--- src/rtl/dim_pkg.sv ---
package dim_pkg;

    localparam int NUM_CH = 3;

    typedef enum logic {
        ST_DARK = 1'b0,
        ST_LIT  = 1'b1
    } lamp_state_t;

endpackage

--- src/rtl/dim_period.sv ---
module dim_period #(
    parameter int CNT_W   = 4,
    parameter int CNT_MAX = 10
) (
    input  logic             clk,
    input  logic             rst,
    output logic [CNT_W-1:0] cnt_q,
    output logic [CNT_W-1:0] cnt_nxt,
    output logic             wrap
);

    localparam logic [CNT_W-1:0] LAST = CNT_W'(CNT_MAX);

    always_comb begin
        wrap    = (cnt_q == LAST);
        cnt_nxt = wrap ? '0 : cnt_q + 1'b1;
    end

    always_ff @(posedge clk) begin
        if (rst) begin
            cnt_q <= '0;
        end else begin
            cnt_q <= cnt_nxt;
        end
    end

    // counter never leaves 0..CNT_MAX
    p_range_r1: assert property (@(posedge clk) disable iff (rst)
        cnt_q <= LAST);

    // last count is followed by zero
    p_wrap_r1: assert property (@(posedge clk) disable iff (rst)
        (cnt_q == LAST) |=> (cnt_q == '0));

endmodule

--- src/rtl/dim_channel.sv ---
module dim_channel
    import dim_pkg::*;
#(
    parameter int CNT_W   = 4,
    parameter int CNT_MAX = 10
) (
    input  logic             clk,
    input  logic             rst,
    input  logic [CNT_W-1:0] cnt_q,
    input  logic [CNT_W-1:0] cnt_nxt,
    input  logic             wrap,
    input  logic [CNT_W-1:0] duty,
    output logic             led_n
);

    localparam logic [CNT_W-1:0] HALF = CNT_W'((CNT_MAX + 1) / 2);

    lamp_state_t      state_q, state_nxt;
    logic [CNT_W-1:0] eff_q, eff_nxt, capped;
    logic             lit_next;

    always_comb begin
        capped   = (duty > HALF) ? HALF : duty;
        eff_nxt  = wrap ? capped : eff_q;
        lit_next = (cnt_nxt < eff_nxt);
    end

    always_comb begin
        state_nxt = state_q;
        unique case (state_q)
            ST_DARK: if (lit_next)  state_nxt = ST_LIT;   // light
            ST_LIT:  if (!lit_next) state_nxt = ST_DARK;  // extinguish
        endcase
    end

    always_ff @(posedge clk) begin
        if (rst) begin
            state_q <= ST_DARK;
            eff_q   <= '0;
        end else begin
            state_q <= state_nxt;
            eff_q   <= eff_nxt;
        end
    end

    always_comb begin
        led_n = (state_q != ST_LIT);
    end

    // lit time capped at half the period
    p_cap_r3: assert property (@(posedge clk) disable iff (rst)
        (cnt_q >= HALF) |-> led_n);

    p_eff_cap_r3: assert property (@(posedge clk) disable iff (rst)
        eff_q <= HALF);

    // low while the counter is below the captured duty
    p_lit_r2: assert property (@(posedge clk) disable iff (rst)
        (cnt_q < eff_q) |-> !led_n);

    // zero duty keeps the pin high
    p_zero_r5: assert property (@(posedge clk) disable iff (rst)
        (eff_q == '0) |-> led_n);

    // captured duty only moves at a wrap
    p_hold_r7: assert property (@(posedge clk) disable iff (rst)
        !wrap |=> $stable(eff_q));

    // reset leaves the pin high
    p_rst_dark_r6: assert property (@(posedge clk)
        rst |=> led_n);

endmodule

--- src/rtl/rgb_dimmer.sv ---
module rgb_dimmer
    import dim_pkg::*;
#(
    parameter int CNT_W   = 4,
    parameter int CNT_MAX = 10
) (
    input  logic             clk,
    input  logic             rst,
    input  logic [CNT_W-1:0] duty_r,
    input  logic [CNT_W-1:0] duty_g,
    input  logic [CNT_W-1:0] duty_b,
    output logic             led_r_n,
    output logic             led_g_n,
    output logic             led_b_n
);

    logic [CNT_W-1:0] cnt_q, cnt_nxt;
    logic             wrap;
    logic [CNT_W-1:0] duty_arr [NUM_CH];
    logic             led_arr  [NUM_CH];

    always_comb begin
        duty_arr[0] = duty_r;
        duty_arr[1] = duty_g;
        duty_arr[2] = duty_b;
    end

    dim_period #(.CNT_W(CNT_W), .CNT_MAX(CNT_MAX)) u_period (
        .clk     (clk),
        .rst     (rst),
        .cnt_q   (cnt_q),
        .cnt_nxt (cnt_nxt),
        .wrap    (wrap)
    );

    for (genvar ch = 0; ch < NUM_CH; ch++) begin : g_ch
        dim_channel #(.CNT_W(CNT_W), .CNT_MAX(CNT_MAX)) u_ch (
            .clk     (clk),
            .rst     (rst),
            .cnt_q   (cnt_q),
            .cnt_nxt (cnt_nxt),
            .wrap    (wrap),
            .duty    (duty_arr[ch]),
            .led_n   (led_arr[ch])
        );
    end

    always_comb begin
        led_r_n = led_arr[0];
        led_g_n = led_arr[1];
        led_b_n = led_arr[2];
    end

endmodule

--- config.mk ---
export PLATFORM = sky130hd
export DESIGN_NAME = rgb_dimmer
export DESIGN_NICKNAME = d
export VERILOG_FILES = /design/src/rtl/dim_pkg.sv /design/src/rtl/dim_period.sv /design/src/rtl/dim_channel.sv /design/src/rtl/rgb_dimmer.sv
export SDC_FILE = /design/constraint.sdc
export NUM_CORES = 1
export LEC_CHECK = 0
export BUFFER_PORTS_ARGS = -buffer_cell sky130_fd_sc_hd__buf_2
export CAP_MARGIN = 20
export CELL_PAD_IN_SITES_DETAIL_PLACEMENT = 1
export CELL_PAD_IN_SITES_GLOBAL_PLACEMENT = 2
export CORE_MARGIN = 2
export CORE_UTILIZATION = 35
export DETAILED_ROUTE_END_ITERATION = 10
export GPL_ROUTABILITY_DRIVEN = 0
export PLACE_DENSITY = 0.92
export SYNTH_ARGS = -nofsm -noshare
export SYNTH_HDL_FRONTEND = slang
export SYNTH_HIERARCHICAL = 1
export SYNTH_SLANG_ARGS = --single-unit
--- constraint.sdc ---
create_clock -name clk -period 8.4 [get_ports clk]
set_clock_uncertainty 0.2 [all_clocks]
set_input_delay 0.42 -clock clk [delete_from_list [all_inputs] [get_ports clk]]
set_output_delay 0.42 -clock clk [all_outputs]
set_load 0.01 [all_outputs]
; ---- After elaboration in Yosys (flattened, before gate mapping)
; Cells that the tools add are included.
; W data, S select, Z words.
[word_totals]
elab_cells = 28
in_bits = 14
ff_bits = 19
[classes]
muxes = 10
eq_ne = 1
order_cmp = 6
bitwise = 3
n_addsub = 1
[op_table]
columns = op, n
row1 = $mux W4, 7
row2 = $gt A4 B3 Y1 const B, 3
row3 = $lt A4 B4 Y1, 3
row4 = $add A4 B1 Y4 const B, 1
row5 = $eq A4 B4 Y1 const B, 1
row6 = $mux W1, 3
row7 = $not A1 Y1, 3

; ---- Longest topological paths before layout
[depth]
ltp_word = 5
depth_mapped = 8
depth_no_buf = 8

; ---- Modules after synthesis
; The synthesis kept the hierarchy.
[by_module_without_submodules]
columns = mod, seq_area_each_um2, n_inst, cells_each, area_each_um2
row1 = dim_channel, 100.1, 3, 26, 249.0
row2 = dim_period, 80.1, 1, 22, 202.7

; ---- Worst setup path before layout
; No wires, ideal clock.
[synth_path]
path_kind = register to register
from = register u_period.cnt_q[2]
to = register g_ch[0].u_ch.state_q
path_stages_with_launch = 8
required_ns = 8.104
setup_slack_ns = 5.446
setup_time_ns = 0.096
t_arrival_ns = 2.658
cell_sequence = dfxtp_1 -> nor2b_2 -> nor3b_1 -> nand2b_1 -> ha_1 -> a211o_1 -> o21bai_1 -> o41ai_2
[synth_via]
elab_chain_len = 4
[synth_rtl]
columns = item, line
row1 = from (decl), dim_period.sv:7  ; output logic [CNT_W-1:0] cnt_q,
row2 = from (signal assigned), dim_period.sv:23  ; cnt_q <= cnt_nxt;
row3 = $eq A4 B4 Y1 *, dim_period.sv:15  ; wrap = (cnt_q == LAST);
row4 = named net wrap, rgb_dimmer.sv:18  ; logic wrap;
row5 = "$mux W4, on equally long branches", "dim_period.sv:16, dim_channel.sv:24"
row6 = $lt A4 B4 Y1 *, dim_channel.sv:25  ; lit_next = (cnt_nxt < eff_nxt);
row7 = $mux W1 *, "dim_channel.sv:31, dim_channel.sv:32"
row8 = to (signal assigned), dim_channel.sv:41  ; state_q <= state_nxt;
row9 = to (decl), dim_channel.sv:18  ; lamp_state_t state_q, state_nxt;
; The timed path passes the listed nets; every way through them passes the cells marked *.
; A chain may end at the register's enable or synchronous reset.

; ---- Final worst setup path
[layout_path]
from = register u_period.cnt_q[3]
to = register g_ch[1].u_ch.state_q
[layout_via]
elab_chain_len = 4
[layout_rtl]
columns = item, line
row1 = $eq A4 B4 Y1 *, dim_period.sv:15
row2 = named net wrap, rgb_dimmer.sv:18
row3 = "$mux W4, on equally long branches", "dim_period.sv:16, dim_channel.sv:24"
row4 = $lt A4 B4 Y1 *, dim_channel.sv:25
row5 = $mux W1 *, "dim_channel.sv:31, dim_channel.sv:32"
row6 = to (signal assigned), dim_channel.sv:41
row7 = to (decl), dim_channel.sv:18
; Marked as above.

==> metrics.cfg <==
[cells_and_area]
drive_above_1_share=0.231
layout.nets=145
antenna_cells=0
syn2layout_area_growth_pct=16.9

[clock_tree]
cts.htree.levels=1
hold_buffers=0
cts.clk_slew.worst_paths_ns=0.11
cts_made_buffers=3
cts.sinks=19
post_cts.repair.setup_buffers=0
cts_tree=done
clk_latency_ns=0.30
clk_path_buf_depth=2
cts-root-buf=clkbuf_4
cts_resized=0

[yosys]
yosysSeqAreaShare=0.401
ys_types=22
avgSynthCellArea_um2=9.50
synthCells=100
ys_warn_count=6
synth_nets=123
synth_seq_cells=19
netlist_area_um2=950

[sta]
period_needed_ns=2.52
timing.fmax_mhz=396
rsz0062_at_grt=false
finalMaxSlewViolations=0
period_share=0.300
finalSetupViolCount=0
max_slew_margin=0.604
fin_tns_setup_ns=0
report.final.hold_viol_count=0
layout_setup_ws_ns=5.88
worst_pin_slew_ns=0.593

[routing]
ant_nets=0
dr.pass1.iters=3
drtIter0Drc=10
vias_per_cell=5.12
vias=773
drt-total-wl_um=1950
wire_per_inst_um=12.9
drc=0

[setup_path]
critical_path_class=flop to flop
reg2reg_slack_ns=5.88
cp.arrival_ns=2.53
reg2reg_depth=8
crit-reg2reg-capture=g_ch[1].u_ch/state_q
crit_path_end_kind=flop
r2r_start=u_period/cnt_q[3]
worstPathMaxFanout=12
endpoint=g_ch[1].u_ch/state_q
cp.required_ns=8.41
cp-start-kind=flop
critical_path.startpoint=u_period/cnt_q[3]

[die]
die_w_um=56.1
start_util=0.376
core.rowCount=18
ios=17
fp.dieH_um=56.1
die_area_um2=3150
core-area_um2=2520

[global_routing]
overflow=0
grt_pass1_wl_um=3280
grt_max_degree=20
grt_pass1_vias=768
antenna_found_initial=0
grt_usage=0.134

[place]
hpwlAfterDp_um=1500
portBuffers=16
dp_slack_ns=5.57

[status]
status=complete, no violations

[power]
p_int_mw=0.124
clockPowerShare=0.277
power.switching_mw=0.0445
switching_share=0.264
peakVddDrop_mv=0.112
p_seq_frac=0.564
comb_power_share=0.159
power.leakage_nw=0.507
power.density_nw_per_um2=152

[job]
cap_viol_max_count=0

[hold_path]
min_path_type=input pin to flop

==> routing by layer <==
metal / part of all wire / track usage / vias to the layer above / routed length [um]
met5: 0 / 0 / - / 0
met4: 0.0041 / 0.0306 / 0 / 8
met3: 0.058 / 0.0488 / 2 / 112
met2: 0.48 / 0.232 / 17 / 932
met1: 0.46 / 0.157 / 363 / 893
li1: - / - / 391 / -
==> layout make-up <==
cell class,count,area (um2)
sequential,19,380
clock buffer,4,26.3
timing repair buffer,17,91.3
tap,30,37.5
multi-input combinational,77,559
fill,317,1410
inverter,4,15.0
==> power groups by stage <==
| stage | combinational [mW] | sequential [mW] | clock, mW |
|---|---|---|---|
| floorplan | 0.0174 | 0.0966 | 0 |
| global placement | 0.0262 | 0.0970 | 0 |
| detailed placement | 0.0275 | 0.0974 | 0 |
| CTS | 0.0275 | 0.0953 | 0.0494 |
| global route | 0.0305 | 0.0958 | 0.0541 |
| finish | 0.0269 | 0.0952 | 0.0468 |
==> stage by stage <==
step	utilization	power (mW)	area, um2	hold WS (ns)	cells
floorplan	-	0.114	950	0.235	100
global placement	0.425	0.123	1070	0.245	146
detailed placement	0.425	0.125	1070	0.267	146
CTS	0.436	0.172	1100	0.200	150
global route	0.440	0.180	1110	0.214	151
finish	0.440	0.169	1110	0.207	151
==> synthesized netlist by cell type, drive strengths merged <==
cell | instances | area share
nor3b | 1 | 0.0079
nand2b | 5 | 0.033
ha | 9 | 0.12
and3b | 1 | 0.0092
a31oi | 3 | 0.020
dfxtp | 19 | 0.40
mux2i | 3 | 0.032
and2b | 1 | 0.0079
o41ai | 3 | 0.051
o21bai | 3 | 0.024
nand2 | 5 | 0.022
a21oi | 2 | 0.011
a211o | 6 | 0.055
xnor2 | 1 | 0.017
inv | 4 | 0.016
a21o | 3 | 0.024
nor2b | 7 | 0.049
nor2 | 21 | 0.083
o21ai | 3 | 0.020
==> critical path, cell delays in order, from the launching register on <==
cell and delay (ns):
dfxtp_1 0.36, nor2b_2 0.24, nor3b_2 0.47, buf_6 0.22, nand2b_1 0.14, ha_1 0.25
a211o_1 0.32, o21bai_1 0.18, o41ai_2 0.06
==> worst min path at each step <==
stage	startpoint	endpoint	slack (ns)	cells past startpoint
3_5_place_dp	g_ch[2].u_ch/eff_q[3]	g_ch[2].u_ch/eff_q[3]	0.27	2
5_1_grt	duty_r[1]	g_ch[0].u_ch/eff_q[1]	0.21	3
4_1_cts	duty_b[1]	g_ch[2].u_ch/eff_q[1]	0.20	3
2_1_floorplan	g_ch[0].u_ch/eff_q[3]	g_ch[0].u_ch/eff_q[3]	0.23	2
6_report	duty_b[1]	g_ch[2].u_ch/eff_q[1]	0.21	3
3_3_place_gp	g_ch[1].u_ch/eff_q[3]	g_ch[1].u_ch/eff_q[3]	0.25	2
==> logic make-up (layout without fill, tap and decap cells) <==
logic type / after synthesis / after routing / share of synthesized area
AOI/OAI and AO/OA: 23 / 23 / 0.204
and+or+nand+nor: 41 / 41 / 0.212
adders and majority gates: 9 / 9 / 0.119
DFF: 19 / 19 / 0.401
muxes: 3 / 3 / 0.0316
buffers and inverters: 4 / 25 / 0.0158
xor gates and xnor gates: 1 / 1 / 0.0171
==> registers in the layout (all words and copies together), names as in the netlist <==
signal and cells:
g_ch.u_ch/eff_q 12, u_period/cnt_q 4, g_ch.u_ch/state_q 3
==> placed cells by master, fill, tap and decap left out, drive strengths merged <==
master   n
a211o    6
a21o     3
a21oi    2
a31oi    3
and2b    1
and3b    1
buf     17
clkbuf   4
dfxtp   19
ha       9
inv      4
mux2i    3
nand2    5
nand2b   5
nor2    21
nor2b    7
nor3b    1
o21ai    3
o21bai   3
o41ai    3
xnor2    1
No activity file was read; power rests on OpenSTA's default activity.
